===== config.mk =====
export PLATFORM = sky130hd
export DESIGN_NAME = phy_mode_seq
export DESIGN_NICKNAME = d
export VERILOG_FILES = /design/src/rtl/phy_seq_pkg.sv /design/src/rtl/phy_seq_encode.sv /design/src/rtl/phy_seq_timer.sv /design/src/rtl/phy_seq_clk_track.sv /design/src/rtl/phy_mode_seq.sv
export SDC_FILE = /design/constraint.sdc
export NUM_CORES = 1
export LEC_CHECK = 0
export ABC_AREA = 1
export CAP_MARGIN = 0
export CORE_UTILIZATION = 53
export DETAILED_ROUTE_END_ITERATION = 6
export GPL_ROUTABILITY_DRIVEN = 0
export GPL_TIMING_DRIVEN = 0
export PLACE_DENSITY = 0.78
export SYNTH_ARGS = -nofsm -noshare
export SYNTH_HDL_FRONTEND = slang
export SYNTH_SLANG_ARGS = --single-unit

===== constraint.sdc =====
create_clock -name clk_i -period 1.87 [get_ports clk_i]
set_input_delay 0.2805 -clock clk_i [delete_from_list [all_inputs] [get_ports clk_i]]
set_output_delay 0.2805 -clock clk_i [all_outputs]
set_load 0.03 [all_outputs]

===== src/rtl/phy_seq_pkg.sv =====
package phy_seq_pkg;
  localparam int unsigned REG_W = 8;

  localparam logic [2:0] TM_LEGACY = 3'd0;
  localparam logic [2:0] TM_HS     = 3'd1;
  localparam logic [2:0] TM_HS200  = 3'd2;
  localparam logic [2:0] TM_DDR    = 3'd3;
  localparam logic [2:0] TM_HS400  = 3'd4;
  localparam logic [2:0] TM_ENH    = 3'd5;

  localparam logic [REG_W-1:0] OFS_DLL  = 8'h00;
  localparam logic [REG_W-1:0] OFS_PAD  = 8'h01;
  localparam logic [REG_W-1:0] OFS_ITAP = 8'h0C;
  localparam logic [REG_W-1:0] OFS_OTAP = 8'h0D;
  localparam logic [REG_W-1:0] OFS_MODE = 8'h11;
  localparam logic [REG_W-1:0] OFS_TRIM = 8'h12;
  localparam logic [REG_W-1:0] TRIM_VAL = 8'h08;
  localparam int unsigned      DLL_EN_BIT  = 3;
  localparam int unsigned      DLL_RDY_BIT = 4;

  typedef enum logic [3:0] {
    ST_IDLE, ST_MODE, ST_PAD_RD, ST_PAD_WR, ST_OTAP, ST_ITAP,
    ST_TRIM, ST_DLL_CLR, ST_DLL_EN, ST_POLL, ST_OK, ST_ERR
  } step_e;

  function automatic logic mode_valid(input logic [2:0] m);
    return m <= TM_ENH;
  endfunction

  function automatic step_e next_step(input step_e cur, input logic [2:0] m);
    logic legacy, pad;
    legacy = (m == TM_LEGACY);
    pad    = (m == TM_HS400) || (m == TM_HS200);
    case (cur)
      ST_MODE:    return pad ? ST_PAD_RD : ST_OTAP;
      ST_PAD_RD:  return ST_PAD_WR;
      ST_PAD_WR:  return ST_OTAP;
      ST_OTAP:    return ST_ITAP;
      ST_ITAP:    return legacy ? ST_DLL_CLR : ST_TRIM;
      ST_TRIM:    return ST_DLL_CLR;
      ST_DLL_CLR: return legacy ? ST_OK : ST_DLL_EN;
      ST_DLL_EN:  return ST_POLL;
      default:    return ST_IDLE;
    endcase
  endfunction
endpackage


===== src/rtl/phy_seq_encode.sv =====
module phy_seq_encode
  import phy_seq_pkg::*;
#(
  parameter int unsigned DRV_W  = 2,
  parameter int unsigned FREQ_W = 8
) (
  input  logic [2:0]        mode_i,
  input  logic [DRV_W-1:0]  drv_i,
  input  logic [FREQ_W-1:0] clk_mhz_i,
  input  logic [REG_W-1:0]  pad_rd_i,
  output logic [REG_W-1:0]  mode_val_o,
  output logic [REG_W-1:0]  otap_val_o,
  output logic [REG_W-1:0]  itap_val_o,
  output logic [REG_W-1:0]  pad_val_o,
  output logic [REG_W-1:0]  dll_en_val_o
);
  localparam int unsigned PAD_SH = 2;
  localparam int unsigned FS_SH  = 5;

  logic [3:0] otap, itap;
  logic [1:0] fsel;

  always_comb begin
    mode_val_o = '0;
    otap = 4'd0;
    itap = 4'd0;
    case (mode_i)
      TM_HS:    begin otap = 4'd3; itap = 4'd2; end
      TM_HS200: begin otap = 4'd2; itap = 4'd0; end
      TM_DDR:   begin mode_val_o = 8'h08; otap = 4'd1; itap = 4'd0; end
      TM_HS400: begin mode_val_o = 8'h02; otap = 4'd1; itap = 4'hA; end
      TM_ENH:   begin mode_val_o = 8'h01; otap = 4'd1; itap = 4'd0; end
      TM_LEGACY: mode_val_o = 8'h04;
      default:  ;
    endcase
  end

  always_comb begin
    otap_val_o = (mode_i == TM_LEGACY) ? '0 : {3'b0, otap, 1'b1};
    itap_val_o = (mode_i == TM_LEGACY || mode_i == TM_HS200) ? '0 : {3'b0, itap, 1'b1};
  end

  always_comb begin
    if (clk_mhz_i == FREQ_W'(100))     fsel = 2'd2;
    else if (clk_mhz_i == FREQ_W'(50)) fsel = 2'd1;
    else                               fsel = 2'd0;
    dll_en_val_o = REG_W'(fsel) << FS_SH;
    dll_en_val_o[DLL_EN_BIT] = 1'b1;
  end

  assign pad_val_o = pad_rd_i | (REG_W'(drv_i) << PAD_SH);
endmodule


===== src/rtl/phy_seq_timer.sv =====
module phy_seq_timer #(
  parameter int unsigned TMO_W = 16
) (
  input  logic             clk_i,
  input  logic             rst_ni,
  input  logic             run_i,
  input  logic [TMO_W-1:0] limit_i,
  output logic             expired_o
);
  logic [TMO_W-1:0] cnt_q;

  always_ff @(posedge clk_i or negedge rst_ni) begin
    if (!rst_ni)               cnt_q <= '0;
    else if (!run_i)           cnt_q <= '0;
    else if (cnt_q != '1)      cnt_q <= cnt_q + 1'b1;
  end

  assign expired_o = cnt_q >= limit_i;

  AST_TMR_IDLE_ZERO: assert property (@(posedge clk_i) disable iff (!rst_ni)
    !run_i |=> cnt_q == '0);
endmodule


===== src/rtl/phy_seq_clk_track.sv =====
module phy_seq_clk_track #(
  parameter int unsigned FREQ_W = 8
) (
  input  logic              clk_i,
  input  logic              rst_ni,
  input  logic              accept_i,
  input  logic [FREQ_W-1:0] clk_mhz_i,
  output logic              same_o
);
  logic [FREQ_W-1:0] last_q;
  logic              vld_q;

  always_ff @(posedge clk_i or negedge rst_ni) begin
    if (!rst_ni) begin
      last_q <= '0;
      vld_q  <= 1'b0;
    end else if (accept_i) begin
      last_q <= clk_mhz_i;
      vld_q  <= 1'b1;
    end
  end

  assign same_o = vld_q && (last_q == clk_mhz_i);
endmodule


===== src/rtl/phy_mode_seq.sv =====
module phy_mode_seq
  import phy_seq_pkg::*;
#(
  parameter int unsigned DRV_W  = 2,
  parameter int unsigned FREQ_W = 8,
  parameter int unsigned TMO_W  = 16
) (
  input  logic              clk_i,
  input  logic              rst_ni,
  input  logic              start_i,
  input  logic [2:0]        mode_i,
  input  logic [DRV_W-1:0]  drv_i,
  input  logic [FREQ_W-1:0] clk_mhz_i,
  input  logic [TMO_W-1:0]  poll_limit_i,
  output logic              busy_o,
  output logic              done_o,
  output logic              err_o,
  output logic              phy_req_o,
  output logic              phy_we_o,
  output logic [7:0]        phy_addr_o,
  output logic [7:0]        phy_wdata_o,
  input  logic [7:0]        phy_rdata_i,
  input  logic              phy_done_i
);
  step_e             state_q;
  logic [2:0]        mode_q;
  logic [DRV_W-1:0]  drv_q;
  logic [FREQ_W-1:0] clk_q;
  logic [TMO_W-1:0]  lim_q;
  logic [REG_W-1:0]  pad_q;
  logic              accept, same_clk, tmo_hit;
  logic [REG_W-1:0]  mode_val, otap_val, itap_val, pad_val, dll_en_val;

  assign accept = start_i && (state_q == ST_IDLE);

  phy_seq_clk_track #(.FREQ_W(FREQ_W)) u_clk_track (
    .clk_i, .rst_ni, .accept_i(accept), .clk_mhz_i, .same_o(same_clk)
  );

  phy_seq_timer #(.TMO_W(TMO_W)) u_timer (
    .clk_i, .rst_ni, .run_i(state_q == ST_POLL), .limit_i(lim_q), .expired_o(tmo_hit)
  );

  phy_seq_encode #(.DRV_W(DRV_W), .FREQ_W(FREQ_W)) u_encode (
    .mode_i(mode_q), .drv_i(drv_q), .clk_mhz_i(clk_q), .pad_rd_i(pad_q),
    .mode_val_o(mode_val), .otap_val_o(otap_val), .itap_val_o(itap_val),
    .pad_val_o(pad_val), .dll_en_val_o(dll_en_val)
  );

  always_comb begin
    phy_req_o   = 1'b1;
    phy_we_o    = 1'b1;
    phy_addr_o  = '0;
    phy_wdata_o = '0;
    case (state_q)
      ST_MODE:    begin phy_addr_o = OFS_MODE; phy_wdata_o = mode_val; end
      ST_PAD_RD:  begin phy_addr_o = OFS_PAD;  phy_we_o = 1'b0; end
      ST_PAD_WR:  begin phy_addr_o = OFS_PAD;  phy_wdata_o = pad_val; end
      ST_OTAP:    begin phy_addr_o = OFS_OTAP; phy_wdata_o = otap_val; end
      ST_ITAP:    begin phy_addr_o = OFS_ITAP; phy_wdata_o = itap_val; end
      ST_TRIM:    begin phy_addr_o = OFS_TRIM; phy_wdata_o = TRIM_VAL; end
      ST_DLL_CLR: phy_addr_o = OFS_DLL;
      ST_DLL_EN:  begin phy_addr_o = OFS_DLL;  phy_wdata_o = dll_en_val; end
      ST_POLL:    begin phy_addr_o = OFS_DLL;  phy_we_o = 1'b0; end
      default:    begin phy_req_o = 1'b0; phy_we_o = 1'b0; end
    endcase
  end

  always_ff @(posedge clk_i or negedge rst_ni) begin
    if (!rst_ni) begin
      state_q <= ST_IDLE;
      mode_q  <= '0;
      drv_q   <= '0;
      clk_q   <= '0;
      lim_q   <= '0;
      pad_q   <= '0;
    end else begin
      case (state_q)
        ST_IDLE: if (start_i) begin
          mode_q  <= mode_i;
          drv_q   <= drv_i;
          clk_q   <= clk_mhz_i;
          lim_q   <= poll_limit_i;
          state_q <= (same_clk || !mode_valid(mode_i)) ? ST_OK : ST_MODE;
        end
        ST_OK, ST_ERR: state_q <= ST_IDLE;
        ST_POLL: if (phy_done_i) begin
          if (phy_rdata_i[DLL_RDY_BIT]) state_q <= ST_OK;
          else if (tmo_hit)             state_q <= ST_ERR;
        end
        default: if (phy_done_i) begin
          if (state_q == ST_PAD_RD) pad_q <= phy_rdata_i;
          state_q <= next_step(state_q, mode_q);
        end
      endcase
    end
  end

  assign busy_o = state_q != ST_IDLE;
  assign done_o = state_q == ST_OK;
  assign err_o  = state_q == ST_ERR;

  AST_REQ_HOLD: assert property (@(posedge clk_i) disable iff (!rst_ni)
    phy_req_o && !phy_done_i |=> phy_req_o && $stable(phy_addr_o) && $stable(phy_wdata_o));
  AST_DONE_ERR_EXCL: assert property (@(posedge clk_i) disable iff (!rst_ni)
    !(done_o && err_o));
  AST_IDLE_NO_REQ: assert property (@(posedge clk_i) disable iff (!rst_ni)
    !busy_o |-> !phy_req_o);
  AST_LEGACY_NO_TRIM: assert property (@(posedge clk_i) disable iff (!rst_ni)
    phy_req_o && mode_q == TM_LEGACY |-> phy_addr_o != OFS_TRIM);
  AST_PAD_MODES: assert property (@(posedge clk_i) disable iff (!rst_ni)
    phy_req_o && phy_addr_o == OFS_PAD |-> mode_q == TM_HS400 || mode_q == TM_HS200);
  AST_DONE_PULSE: assert property (@(posedge clk_i) disable iff (!rst_ni)
    done_o |=> !done_o && !busy_o);
endmodule


; Word-level counts from Yosys, hierarchy flattened
; Index checks and enable logic that the tools add are counted.
[classes]
n_shift = 0
n_addsub = 1
div_mod_pow = 0
muxes = 24
n_eq_ne = 24
n_bitwise = 2
reduce_logical = 19
n_mul = 0
n_lt_le_gt_ge = 2
[op_table]
columns = op, n
row1 = one-hot mux 8 bit (6 select lines), 1
row2 = 2-to-1 mux 16 bit, 2
row3 = one-hot mux 4 bit (8 select lines), 1
row4 = one-hot mux 5 bit (5 select lines), 1
row5 = 2-to-1 mux 4 bit, 6
row6 = adder 16 x 1 -> 16 bit (second input constant), 1
row7 = == test 4 x 3 -> 1 bit (second input constant), 4
row8 = == test 4 bit (second input constant), 4
row9 = >= comparator 16 bit, 1
row10 = inequality test 16 bit (second input constant), 1
row11 = one-hot mux 4 bit (4 select lines), 1
row12 = one-hot mux 4 bit (3 select lines), 1
row13 = OR reduction 9 bit, 1
row14 = == test 4 x 2 -> 1 bit (second input constant), 2
row15 = == test 8 x 6 -> 1 bit (second input constant), 1
row16 = == test 8 x 7 -> 1 bit (second input constant), 1
row17 = == test 8 bit, 1
row18 = bitwise OR 8 x 4 -> 8 bit, 1
row19 = one-hot mux 4 bit (2 select lines), 1
row20 = OR reduction 7 bit, 1
row21 = == test 3 x 2 -> 1 bit (second input constant), 2
row22 = == test 3 bit (second input constant), 2
row23 = 2-to-1 mux 3 bit, 2
row24 = inequality test 2 bit (second input constant), 3
row25 = 22 further kinds, 30
[totals]
rom_bits = 0
output_inout_bits = 21
latch_bits = 0
register_bits = 66
elab_cells = 81
memories = 0
inputBits = 41
ramBits = 0

; Depth between registers and ports, before layout
[logic_depth]
ltp_word = 6
depth_mapped = 14
mapped_depth_nobuf = 14

; By module
; A second synthesis with hierarchy kept.
[hier_totals]
hier_cells = 566
area_unflattened_um2 = 4513.1
[modules_own_cells]
columns = module, cells_per_inst, n_inst, seq_area_each_um2, area_each_um2
row1 = phy_mode_seq, 237, 1, 1026.0, 2318.5
row2 = phy_seq_timer, 198, 1, 400.4, 1355.0
row3 = phy_seq_clk_track, 67, 1, 225.2, 464.2
row4 = phy_seq_encode, 64, 1, 0.0, 375.4

; Worst setup path after synthesis
; No wires, ideal clock.
[synth_timing]
path_type = register to output
startpoint = reg state_q[3]
endpoint = out phy_req_o
required_ns = 1.590
path_buffers = 0
arrival_time_ns = 1.716
path_stages_with_launch = 10
path_slack_ns = -0.126
path_cell_list = dfrtp_1 -> inv_2 -> nand2_1 -> nor2_2 -> nor2_1 -> nand3_1 -> nor2_1 -> nand2_1 -> nor2_1 -> nand2_1
[synth_via]
elab_chain_cells = 3
elab_cells_between_ends = 11
cone_classes = eq/ne: 9 / mux: 1 / reduce/logical: 1
[synth_rtl]
columns = item, line_no
row1 = "start, declared", phy_mode_seq.sv:25  ; step_e state_q;
row2 = "start signal, assigned", phy_mode_seq.sv:84  ; state_q <= (same_clk || !mode_valid(mode_i)) ? ST_OK : ST_MODE;
row3 = "start signal, assigned", phy_mode_seq.sv:93  ; state_q <= next_step(state_q, mode_q);
row4 = "== test 4 x 2 -> 1 bit, or another cell as far along", phy_mode_seq.sv:55  ; case (state_q)
row5 = OR reduction 9 bit (no source line) (*), n/a
row6 = 2-to-1 mux 1 bit (*), phy_mode_seq.sv:55
row7 = "end, declared", phy_mode_seq.sv:18  ; output logic phy_req_o,
; Every way passes the cells marked *; elsewhere a longest branch is shown, timed or not.

; Final worst setup path
; Same ends and word-level chain as after synthesis.

==> impl_metrics.json <==
{
  "outcome": "complete, but fails checks",
  "violations": "setup timing",
  "worst_hold_slack_ns": 0.06648,
  "cts_inserted_buffers": 9,
  "ant_nets": 0,
  "cp-end-kind": "output pin",
  "avgSynthCellArea_um2": 7.750,
  "antenna_found_initial": 0,
  "n_antenna_cell": 0,
  "io_pins": 62,
  "wl_per_cell_um": 15.28,
  "skew_ns": 0.006674,
  "worstSetupPathType": "flop to output pin",
  "postCtsHoldBufs": 0,
  "gr-usage-all-layers_pct": 27.68,
  "drive_gt1_share_pct": 24.41,
  "min_path_type": "input port to async pin",
  "multi_input_area_um2": 1866,
  "fin_crit_sh_pct": 111.0,
  "worstMarginPinSlew_ns": 0.9283,
  "rsz0062_at_grt": "true",
  "dieArea_um2": 6968,
  "r2r_slack_ns": 0.04,
  "clk_latency_ns": 0.35,
  "regArea_um2": 1456,
  "clock_sinks": 58,
  "ys_warn_count": 0,
  "grt_pass1_wl_um": 15300,
  "crit_arrival_ns": 1.80,
  "route.detailed.drc": 0,
  "dpl.hpwl_um": 6435,
  "async_reset_ff_share_pct": 100.0,
  "port-buffer-count": 58,
  "htree_levels": 3,
  "ir_worst_vdd_mv": 1.728,
  "crit_path_top_delay_cell": "dfrtp_2",
  "synth_cells": 454,
  "post_drt_via_cell_ratio": 5.497,
  "crit_family": "simple AND/OR/NAND/NOR gates",
  "p_leak_uw": 0.002369,
  "drt_iter0_drc": 242,
  "yosys-top-cells-area": "dfrtp_1 (41%), nand2_1 (10%), inv_1 (6.5%)",
  "yosysTopAreaCellShare_pct": 41.25,
  "fmax_ghz": 0.4817,
  "seq_area_frac_synth_pct": 41.25,
  "nFillCells": 452,
  "yosysUniqueCellTypes": 38,
  "synth_ff_type": "dfrtp_1",
  "via_count": 3463,
  "grt_max_degree": 39,
  "first_pass_iters": 4,
  "setup_viol": 11,
  "slew_violations": 0,
  "max_stage_delay_ns": 0.43,
  "grt_overflow": 0,
  "hold_viol": 0,
  "critPathRequiredTime_ns": 1.59,
  "cp_num_buf_inv": 4,
  "startpoint_type": "flop",
  "syn2layout_area_growth_pct": 35.24,
  "core_area_um2": 6386,
  "root_buffer": "clkbuf_8",
  "rows": 29,
  "synth-edff-count": 0,
  "min_period_ns": 2.076,
  "synth_largest_area_cell": "dfrtp_1",
  "die_w_um": 83.48,
  "power_density_nw_per_um2": 1379,
  "grt_pass1_vias": 3371,
  "cp_common_cell": "nor2_4",
  "dieHeight_um": 83.48,
  "cp_cell_sequence": "buf_6 > nor2_4 > inv_2 > nor2_4 > inv_2 > nand3_4 > nor2_4 > nand2_2 > nor2_1 > nand2_1 > buf_6",
  "crit_fanout": 4,
  "ys_seq_elements": 58,
  "cts_tree": "yes",
  "layout_setup_ws_ns": -0.2061,
  "p_total_uw": 6564,
  "start_util_pct": 55.09,
  "slew_headroom_pct": 38.12,
  "maxCapViolCount": 0,
  "clk_pin_slew_worst_paths_ns": 0.07,
  "synthesis.area_um2": 3518,
  "postRouteWirelength_um": 9628,
  "fin_nets": 606,
  "cts.path.max_buffers": 2
}
[power breakdown]
| part | total (µW) | internal, µW | switching, µW | leakage [µW] |
|---|---|---|---|---|
| clock | 1200 | 688 | 511 | 0.000101 |
| combinational | 3360 | 1360 | 2000 | 0.00157 |
| sequential | 2000 | 1680 | 316 | 0.000703 |
[path summary, 6_finish.rpt]
check,from,to,cells after the start
max,state_q[3]$_DFFE_PN0P_,phy_req_o,11
min,rst_ni,clk_q[4]$_DFFE_PN0P_,1
max reg2reg,state_q[1]$_DFFE_PN0P_,state_q[1]$_DFFE_PN0P_,13
min reg2reg,u_clk_track.vld_q$_DFFE_PN0P_,u_clk_track.vld_q$_DFFE_PN0P_,2
max in group asynchronous,rst_ni,state_q[1]$_DFFE_PN0P_,2
min in group clk_i,u_clk_track.vld_q$_DFFE_PN0P_,u_clk_track.vld_q$_DFFE_PN0P_,2
[cell usage after synthesis, types with 3 or more instances]
| cell | number |
|---|---|
| dfrtp_1 | 58 |
| nand2_2 | 5 |
| nor2_1 | 54 |
| inv_1 | 61 |
| o21bai_1 | 3 |
| o21ai_1 | 11 |
| a31oi_1 | 4 |
| nand4_1 | 6 |
| buf_6 | 4 |
| nand3_1 | 17 |
| nor4_1 | 6 |
| a21oi_1 | 34 |
| o21ai_0 | 15 |
| buf_2 | 3 |
| inv_2 | 12 |
| mux2_1 | 9 |
| nor3_1 | 7 |
| nand2_1 | 97 |
| nor2_4 | 3 |
| buf_4 | 5 |
| ha_1 | 17 |
| nor2_2 | 4 |
[final cells by class]
class,count,area share (%)
multi-input cells,312,39.21
well taps,77,2.025
inverters,74,5.890
flip-flops and latches,58,30.61
plain buffers,12,2.051
clock inverters,2,0.7363
clock buffers,14,3.418
repair buffers,81,16.07
[what timing repair did]
item,CTS,global route
pin swaps,5,11
endpoints found under the setup margin,18,18
setup buffers,9,13
resized for setup,115,51
[cell families (layout without fill, tap and decap cells)]
logic type / count (synthesis) / count (layout) / synth area share, %
compound gates: 74 / 74 / 11.84
mux: 9 / 9 / 2.881
buf+inv: 86 / 183 / 10.67
flops: 58 / 58 / 41.25
other cells: 1 / 3 / 0.1066
fa+ha+maj: 17 / 17 / 6.045
xor+xnor: 1 / 1 / 0.2490
simple gates: 208 / 208 / 26.96
[cells in the final DEF, fill, tap and decap left out, types with 13 or more instances in the layout]
cell and instances:
a21oi_1 32, buf_4 23, buf_6 19, clkdlybuf4s50_1 39, dfrtp_1 54, ha_1 17
inv_1 54, inv_2 18, nand2_1 92, nand3_1 14, nor2_1 47, o21ai_1 13
[worst register-to-register path, cell delays in order, from the launching register on]
cell and delay (ns):
dfrtp_2 0.47, inv_2 0.10, nand2_4 0.08, buf_4 0.15, nor2_4 0.14, nand2_1 0.11, nor2_1 0.14, nand2_1 0.06
inv_1 0.06, nand2_1 0.10, nand2_4 0.12, inv_2 0.05, nand2_1 0.07, nand2_1 0.07
[through the flow]
step	utilization (%)	worst slack, ns	instance area (µm²)	std cells	TNS (ns)
5_1_grt	74.51	-0.2668	4758	630	-2.566
3_5_place_dp	66.24	-0.5117	4230	592	-3.802
4_1_cts	71.47	-0.1956	4564	617	-0.8767
6_report	74.51	-0.2061	4758	630	-1.549
3_3_place_gp	65.89	-1.331	4208	591	-80.58
2_1_floorplan	-	0.006199	3531	456	0
[routing by layer]
layer	GRT usage, %	wire length (µm)	vias to the layer above
li1	-	-	1665
met1	36.15	4152	1626
met4	10.17	199	0
met3	5.341	597	19
met2	45.98	4678	153
met5	0	0	-
[registers in the layout (all words and copies together), names as in the netlist]
signal             cells
lim_q                 16
u_timer.cnt_q         16
clk_q                  8
pad_q                  8
state_q                4
mode_q                 3
drv_q                  2
u_clk_track.vld_q      1
Note: power is estimated with default switching activity, not from simulation.
